## src/rtl/lvi_pkg.sv

```systemverilog
package lvi_pkg;

  // Low-power mode as seen by the monitor; stop dominates wait.
  typedef enum logic [1:0] {
    LP_RUN  = 2'd0,
    LP_WAIT = 2'd1,
    LP_STOP = 2'd2
  } lp_mode_e;

  typedef struct packed {
    logic pwrdn;
    logic stop_keep;
    logic rst_en;
  } lvi_cfg_t;

  typedef struct packed {
    logic under_fall;
    logic over_rise;
  } lvi_cmp_t;

  localparam int CMP_W = $bits(lvi_cmp_t);

endpackage

```

## src/rtl/lvi_sync.sv

```systemverilog
module lvi_sync #(
  parameter int WIDTH  = 2,
  parameter int STAGES = 2
) (
  input  logic             clk,
  input  logic             rst,
  input  logic [WIDTH-1:0] d_i,
  output logic [WIDTH-1:0] q_o
);

  localparam int LAST = STAGES - 1;

  logic [STAGES-1:0][WIDTH-1:0] stg_q;

  generate
    if (STAGES == 1) begin : g_one
      always_ff @(posedge clk) begin
        if (rst) stg_q <= '0;
        else     stg_q <= d_i;
      end
    end else begin : g_chain
      always_ff @(posedge clk) begin
        if (rst) stg_q <= '0;
        else     stg_q <= {stg_q[STAGES-2:0], d_i};
      end
    end
  endgenerate

  assign q_o = stg_q[LAST];

endmodule

```

## src/rtl/lvi_mode_gate.sv

```systemverilog
module lvi_mode_gate
  import lvi_pkg::*;
(
  input  logic     clk,
  input  logic     rst,
  input  lvi_cfg_t cfg_i,
  input  logic     wait_i,
  input  logic     stop_i,
  input  logic     flag_i,
  output logic     active_o,
  output logic     rst_req_o
);

  lp_mode_e mode;
  logic     req_q;

  always_comb begin
    if (stop_i)      mode = LP_STOP;
    else if (wait_i) mode = LP_WAIT;
    else             mode = LP_RUN;
  end

  always_comb begin
    unique case (mode)
      LP_RUN:  active_o = !cfg_i.pwrdn;
      LP_WAIT: active_o = !cfg_i.pwrdn;
      LP_STOP: active_o = !cfg_i.pwrdn && cfg_i.stop_keep;
      default: active_o = 1'b0;
    endcase
  end

  always_ff @(posedge clk) begin
    if (rst) req_q <= 1'b0;
    else     req_q <= active_o && cfg_i.rst_en && flag_i;
  end

  assign rst_req_o = req_q;

endmodule

```

## src/rtl/lvi_hyst.sv

```systemverilog
module lvi_hyst (
  input  logic clk,
  input  logic rst,
  input  logic active_i,
  input  logic under_fall_i,
  input  logic over_rise_i,
  output logic flag_o
);

  logic flag_q;

  always_ff @(posedge clk) begin
    if (rst) begin
      flag_q <= 1'b0;
    end else if (active_i) begin
      if (under_fall_i)     flag_q <= 1'b1;
      else if (over_rise_i) flag_q <= 1'b0;
    end
  end

  assign flag_o = flag_q;

endmodule

```

## src/rtl/lvi_regif.sv

```systemverilog
module lvi_regif #(
  parameter int              ADDR_W    = 16,
  parameter int              DATA_W    = 8,
  parameter logic [ADDR_W-1:0] BASE_ADDR = 16'hFE0C,
  parameter int              FLAG_POS  = 7
) (
  input  logic              clk,
  input  logic              rst,
  input  logic              rd_i,
  input  logic [ADDR_W-1:0] addr_i,
  input  logic              flag_i,
  output logic [DATA_W-1:0] rdata_o
);

  logic [DATA_W-1:0] status_byte;
  logic [DATA_W-1:0] rdata_q;
  logic              hit;

  assign hit = rd_i && (addr_i == BASE_ADDR);

  always_comb begin
    status_byte           = '0;
    status_byte[FLAG_POS] = flag_i;
  end

  always_ff @(posedge clk) begin
    if (rst)      rdata_q <= '0;
    else if (hit) rdata_q <= status_byte;
    else          rdata_q <= '0;
  end

  assign rdata_o = rdata_q;

endmodule

```

## src/rtl/lvi_status_ctrl.sv

```systemverilog
module lvi_status_ctrl
  import lvi_pkg::*;
#(
  parameter int              ADDR_W      = 16,
  parameter int              DATA_W      = 8,
  parameter logic [ADDR_W-1:0] BASE_ADDR   = 16'hFE0C,
  parameter int              FLAG_POS    = 7,
  parameter int              SYNC_STAGES = 2
) (
  input  logic              clk,
  input  logic              rst,
  input  logic              cmp_under_fall_i,
  input  logic              cmp_over_rise_i,
  input  logic              cfg_pwrdn_i,
  input  logic              cfg_stop_keep_i,
  input  logic              cfg_rst_en_i,
  input  logic              mode_wait_i,
  input  logic              mode_stop_i,
  input  logic              bus_rd_i,
  input  logic [ADDR_W-1:0] bus_addr_i,
  output logic [DATA_W-1:0] bus_rdata_o,
  output logic              rst_req_o,
  output logic              irq_o
);

  lvi_cmp_t cmp_raw;
  lvi_cmp_t cmp_sync;
  lvi_cfg_t cfg;
  logic     active;
  logic     flag;

  assign cmp_raw.under_fall = cmp_under_fall_i;
  assign cmp_raw.over_rise  = cmp_over_rise_i;
  assign cfg.pwrdn          = cfg_pwrdn_i;
  assign cfg.stop_keep      = cfg_stop_keep_i;
  assign cfg.rst_en         = cfg_rst_en_i;

  lvi_sync #(
    .WIDTH  (CMP_W),
    .STAGES (SYNC_STAGES)
  ) u_sync (
    .clk (clk),
    .rst (rst),
    .d_i (cmp_raw),
    .q_o (cmp_sync)
  );

  lvi_mode_gate u_gate (
    .clk       (clk),
    .rst       (rst),
    .cfg_i     (cfg),
    .wait_i    (mode_wait_i),
    .stop_i    (mode_stop_i),
    .flag_i    (flag),
    .active_o  (active),
    .rst_req_o (rst_req_o)
  );

  lvi_hyst u_hyst (
    .clk          (clk),
    .rst          (rst),
    .active_i     (active),
    .under_fall_i (cmp_sync.under_fall),
    .over_rise_i  (cmp_sync.over_rise),
    .flag_o       (flag)
  );

  lvi_regif #(
    .ADDR_W    (ADDR_W),
    .DATA_W    (DATA_W),
    .BASE_ADDR (BASE_ADDR),
    .FLAG_POS  (FLAG_POS)
  ) u_regif (
    .clk     (clk),
    .rst     (rst),
    .rd_i    (bus_rd_i),
    .addr_i  (bus_addr_i),
    .flag_i  (flag),
    .rdata_o (bus_rdata_o)
  );

  assign irq_o = 1'b0;

endmodule

```

## config.mk

```make
export PLATFORM = sky130hd
export DESIGN_NAME = lvi_status_ctrl
export DESIGN_NICKNAME = d
export VERILOG_FILES = /design/src/rtl/lvi_pkg.sv /design/src/rtl/lvi_sync.sv /design/src/rtl/lvi_mode_gate.sv /design/src/rtl/lvi_hyst.sv /design/src/rtl/lvi_regif.sv /design/src/rtl/lvi_status_ctrl.sv
export SDC_FILE = /design/constraint.sdc
export NUM_CORES = 1
export LEC_CHECK = 0
export BUFFER_PORTS_ARGS = -buffer_cell sky130_fd_sc_hd__clkbuf_2
export CELL_PAD_IN_SITES_DETAIL_PLACEMENT = 1
export CELL_PAD_IN_SITES_GLOBAL_PLACEMENT = 1
export CORE_UTILIZATION = 20
export CTS_CLUSTER_SIZE = 16
export DETAILED_ROUTE_END_ITERATION = 8
export PLACE_DENSITY_LB_ADDON = 0.1
export SLEW_MARGIN = 20
export SYNTH_ARGS = -nofsm -noshare
export SYNTH_HDL_FRONTEND = slang
export SYNTH_SLANG_ARGS = --single-unit
```

## constraint.sdc

```tcl
create_clock -name clk -period 1.35 [get_ports clk]
set_clock_uncertainty 0.05 [all_clocks]
set_input_delay 0.0675 -clock clk [delete_from_list [all_inputs] [get_ports clk]]
set_output_delay 0.0675 -clock clk [all_outputs]
set_load 0.03 [all_outputs]
```

Yosys cells after proc, flatten, opt, wreduce, memory -nomap -nowiden
Index checks and enable logic that the tools add are counted.
{"block": "word_totals", "output_inout_bits": 10, "regBits": 14}
{"block": "classes", "n_reduce_logical": 10, "n_mux": 5, "bitwise_logic": 1, "eq_ne": 3}
{"operator": "16-bit equality test, second input constant", "n": 1}
{"operator": "1-bit logical AND", "n": 4}
{"operator": "2-bit OR reduction", "n": 2}
{"operator": "1-bit two-way mux", "n": 3}
{"operator": "2-bit by 1-bit equality test with 1-bit output, second input constant", "n": 1}
{"operator": "2-bit equality test, second input constant", "n": 1}
{"operator": "2-bit logical NOT", "n": 1}
{"operator": "2-bit two-way mux", "n": 1}
{"operator": "1-bit one-hot mux with 2 select lines", "n": 1}
{"operator": "2-bit AND reduction", "n": 1}
{"operator": "2-bit nonzero test", "n": 1}
{"operator": "1-bit logical NOT", "n": 1}
{"operator": "1-bit inverter", "n": 1}

Logic depth before layout (Yosys ltp)
{"block": "logic_depth", "depth_word": 7, "depth_mapped": 3}

By module
A second synthesis with hierarchy kept.
{"block": "hier_totals", "cells_unflattened": 37, "hier_area_um2": 361.6}
{"mod": "lvi_regif", "seq_area_each_um2": 20.0, "area_each_um2": 140.1, "cells_each": 16, "n_inst": 1}
{"mod": "lvi_sync", "seq_area_each_um2": 80.1, "area_each_um2": 120.1, "cells_each": 10, "n_inst": 1}
{"mod": "lvi_mode_gate", "seq_area_each_um2": 20.0, "area_each_um2": 47.5, "cells_each": 5, "n_inst": 1}
{"mod": "lvi_hyst", "seq_area_each_um2": 20.0, "area_each_um2": 42.5, "cells_each": 4, "n_inst": 1}
{"mod": "lvi_status_ctrl", "seq_area_each_um2": 0.0, "area_each_um2": 11.3, "cells_each": 2, "n_inst": 1}

Least setup slack after synthesis
Ideal clock, no wire load.
{"block": "synth_path", "kind": "input to register", "from": "in bus_addr_i[1]", "to": "reg u_regif.rdata_q[7] (netlist: u_regif.rdata_o[7])", "arrival_time_ps": 825, "n_path_buf": 0, "slack_ps": 388, "required_time_ps": 1212, "stages": 2, "path_cell_list": "or4b_4 -> nor4_2"}
{"block": "synth_via", "elab_chain_len": 4}
{"item": "start: declaration", "line": "lvi_status_ctrl.sv:20", "text": "input logic [ADDR_W-1:0] bus_addr_i,"}
{"item": "16-bit equality test", "line": "lvi_regif.sv:19", "text": "assign hit = rd_i && (addr_i == BASE_ADDR);"}
{"item": "1-bit logical AND", "line": "lvi_regif.sv:19"}
{"item": "1-bit inverter (no line)"}
{"item": "2-bit OR reduction (no line)"}
{"item": "end signal: assignment", "line": "lvi_regif.sv:28", "text": "else if (hit) rdata_q <= status_byte;"}
{"item": "end: declaration", "line": "lvi_regif.sv:16", "text": "logic [DATA_W-1:0] rdata_q;"}
Every way passes these cells.
A chain may end at the register's enable or synchronous reset.

Final worst setup path
{"block": "layout_path", "from": "in cfg_pwrdn_i", "to": "reg u_hyst.flag_q (netlist: u_hyst.flag_o)"}
{"block": "layout_via", "elab_chain_len": 4}
{"item": "start: declaration", "line": "lvi_status_ctrl.sv:14", "text": "input logic cfg_pwrdn_i,"}
{"item": "1-bit logical NOT (*)", "line": "lvi_mode_gate.sv:25, lvi_mode_gate.sv:26, lvi_mode_gate.sv:27"}
{"item": "1-bit logical AND", "line": "lvi_mode_gate.sv:27", "text": "LP_STOP: active_o = !cfg_i.pwrdn && cfg_i.stop_keep;"}
{"item": "1-bit one-hot mux with 2 select lines (*)", "line": "lvi_mode_gate.sv:24", "text": "unique case (mode)"}
{"item": "2-bit AND reduction (no line) (*)"}
{"item": "end signal: assignment", "line": "lvi_hyst.sv:14", "text": "flag_q <= 1'b0;"}
{"item": "end signal: assignment", "line": "lvi_hyst.sv:16", "text": "if (under_fall_i) flag_q <= 1'b1;"}
{"item": "end signal: assignment", "line": "lvi_hyst.sv:17", "text": "else if (over_rise_i) flag_q <= 1'b0;"}
{"item": "end: declaration", "line": "lvi_hyst.sv:10", "text": "logic flag_q;"}
Every way passes the cells marked *; elsewhere a longest branch is shown, timed or not.

==> flow_metrics.tcl <==
set metrics [dict create \
    syn2layout_area_growth_pct 53.8 \
    clock_latency_ns 0.24 \
    place.detailed.hpwl_um 614 \
    slowest_delay_ns 0.53 \
    clock.fmax_mhz 884 \
    grt_max_degree 8 \
    worstPathMaxFanout 3 \
    finalPower_mw 0.486 \
    yosysWarningCount 0 \
    antenna_cells 0 \
    crit_start "cfg_pwrdn_i" \
    final.setup.tns_ns 0 \
    path_buf_inv 2 \
    fin_area_um2 508 \
    r2r_setup_slack_ns 0.36 \
    cts.sinks 7 \
    die_y_um 42.6 \
    via_count 340 \
    cpMaxStageDelayCell "dlygate4sd3_1" \
    crit_arrival_ns 1.19 \
    hold_viol 0 \
    dieWidth_um 42.6 \
    grt-ovfl-total 0 \
    start_util_pct 21.7 \
    r2r_cells 3 \
    drive_above_1_share_pct 47.8 \
    min_period_over_period_pct 83.8 \
    regArea_um2 140 \
    cap_violations 0 \
    min_path_type "in -> reg" \
    crit_end "u_hyst.flag_o" \
    required_ns 1.41 \
    reg2reg_from "u_hyst.flag_o" \
    cts_tree "built" \
    syn_area_um2 330 \
    status "finished, final reports clean" \
    synth_cells 35 \
    core_mm2 0.00152 \
    cts_made_buffers 3 \
    synth-compound-area-share_pct 5.30 \
    synth_fa_ha_area_share_pct 0 \
    path_cells "dlygate4sd3_1, clkbuf_2, o311ai_0, o41ai_1" \
    setup_viol_count_final 0 \
    vias_per_cell 4.10 \
    route.detailed.drc 0 \
    syn_area_per_cell_um2 9.44 \
    cp-end-kind "flop" \
    drtIter0Drc 2 \
    p_leak_nw 0.253 \
    crit_family "buffers and inverters" \
    synth_seq_area_share_pct 42.4 \
    grt_pass1_vias 335 \
    fill_cells 198 \
    final_nets 94 \
    synth_xor_xnor_area_share_pct 0 \
    grt_use_total_pct 10.2 \
    synth-simple-area-share_pct 29.5 \
    io_buffers 26 \
    cts_htree_levels 1 \
    clkTransAtPathRegs_ns 0.05 \
    gp_congestion 0.624 \
    io_pins 36 \
    place_ws_ns 0.280 \
    cts_buffer_depth 2 \
    post-cts-setup-buffer-count 0 \
    muxShareOfSynthArea_pct 0 \
    ys_types 14 \
    dieArea_mm2 0.00182 \
    clock-root-buffer "clkbuf_4" \
    min_period_ns 1.13 \
    wirelength_um 752 \
    reg2reg_to "u_regif.rdata_o[7]" \
    worst_ir_drop_vdd_v 0.000284 \
    synth_top_family_by_area "simple AND/OR/NAND/NOR gates" \
    postRouteAntennaNets 0 \
    multi_input_area_um2 150 \
    critPathLaunchType "input port" \
    timing.final.ws_setup_ns 0.219 \
    first_pass_iters 2 \
    setup.worst_path.class "in -> reg" \
    grt_pass1_wl_um 1290 \
    slew_violations 0 \
    pwr_density_cell_mw_per_mm2 956 \
    antenna_found_initial 0 \
    drt-wirelength-per-cell_um 9.06 \
    synth_seq_cells 7 \
    worst-path-stages 4 \
    rows 14 \
    rsz0062_at_grt "false" \
    place_area_um2 447 \
]
[cells in the final DEF, fill, tap and decap left out]
cell and n:
clkbuf_1 1, clkbuf_2 26, clkbuf_4 3, conb_1 8
dfxtp_1 7, dlygate4sd3_1 3, inv_1 3, nand3_1 2
nand4_1 2, nor2_1 1, nor2b_1 5, nor3_2 1
nor4_2 1, nor4b_1 1, o311ai_0 1, o41ai_1 1
or4b_4 1
[registers in the layout, summed over array words and instances, names as in the netlist]
name              count
u_sync.stg_q          2
u_gate.rst_req_o      1
u_regif.rdata_o       1
u_hyst.flag_o         1
u_sync.q_o            2
[cell type report]
class	instances	area share, %
timing repair buffer	29	31.5
multi-input combinational	24	29.6
sequential	7	27.6
clock buffer	4	5.17
tap	16	3.94
inverter	3	2.22
[how the worst min path moves through the flow]
stage	end	cells after the start	slack [ns]	from
3_3_place_gp	u_gate.rst_req_o	2	0.22	cfg_pwrdn_i
2_1_floorplan	u_sync.q_o[0]	1	0.09	rst
3_5_place_dp	u_gate.rst_req_o	2	0.22	cfg_pwrdn_i
4_1_cts	u_regif.rdata_o[7]	3	0.009	bus_addr_i[15]
6_report	u_regif.rdata_o[7]	3	0.01	bus_addr_i[2]
5_1_grt	u_regif.rdata_o[7]	3	0.02	bus_addr_i[15]
[synth_stat cells]
cell / instances / share of area [%]
nor4_2: 1 / 3.8
conb_1: 1 / 1.1
buf_4: 8 / 18
nor2b_1: 5 / 9.5
o41ai_1: 1 / 2.7
nand4_1: 2 / 3.8
nor3_1: 1 / 1.5
nor4b_1: 1 / 2.7
dfxtp_1: 7 / 42
nor2_1: 1 / 1.1
o311ai_0: 1 / 2.7
or4b_4: 1 / 4.2
nand3_1: 2 / 3.0
inv_1: 3 / 3.4
[worst min-delay path, delay by kind of cell]
kind / cells / cell delay [ns]
buffers and inverters: 1 / 0.08
and+or+nand+nor: 2 / 0.12
[timing repair]
action | 4_1_cts | 5_1_grt
endpoints found under the setup margin | 0 | 1
endpoints found under the hold margin | 3 | 0
gates resized for setup | 0 | 1
hold buffers | 4 | 0
[metrics by stage]
| stage | utilization (%) | instances | hold WS [ns] |
|---|---|---|---|
| floorplan | - | 42 | 0.0891 |
| global placement | 29.3 | 76 | 0.225 |
| detailed placement | 29.3 | 76 | 0.224 |
| CTS | 33.7 | 84 | 0.00899 |
| global route | 33.3 | 83 | 0.0223 |
| finish | 33.3 | 83 | 0.0104 |
[where the power goes]
| group | leakage, nW | total (mW) | internal [mW] | switching (mW) |
|---|---|---|---|---|
| registers | 0.0573 | 0.215 | 0.214 | 0.00163 |
| clock network | 0.0150 | 0.184 | 0.112 | 0.0711 |
| logic | 0.181 | 0.0869 | 0.0376 | 0.0493 |
[kinds of logic after synthesis]
kind of cell	Yosys count
DFF	7
and+or+nand+nor	14
other	1
buffers and inverters	11
AOI/OAI and AO/OA	2
[metal layers]
layer | wire length [µm] | part of all wire, % | GRT usage, % | vias to the layer above
met5 | 0 | 0 | 0 | -
met4 | 19 | 2.5 | 11.3 | 0
met3 | 91 | 12 | 2.16 | 2
met2 | 413 | 55 | 18.2 | 25
met1 | 228 | 30 | 8.64 | 145
li1 | - | - | - | 168
Power figures use the tool's default switching activity.
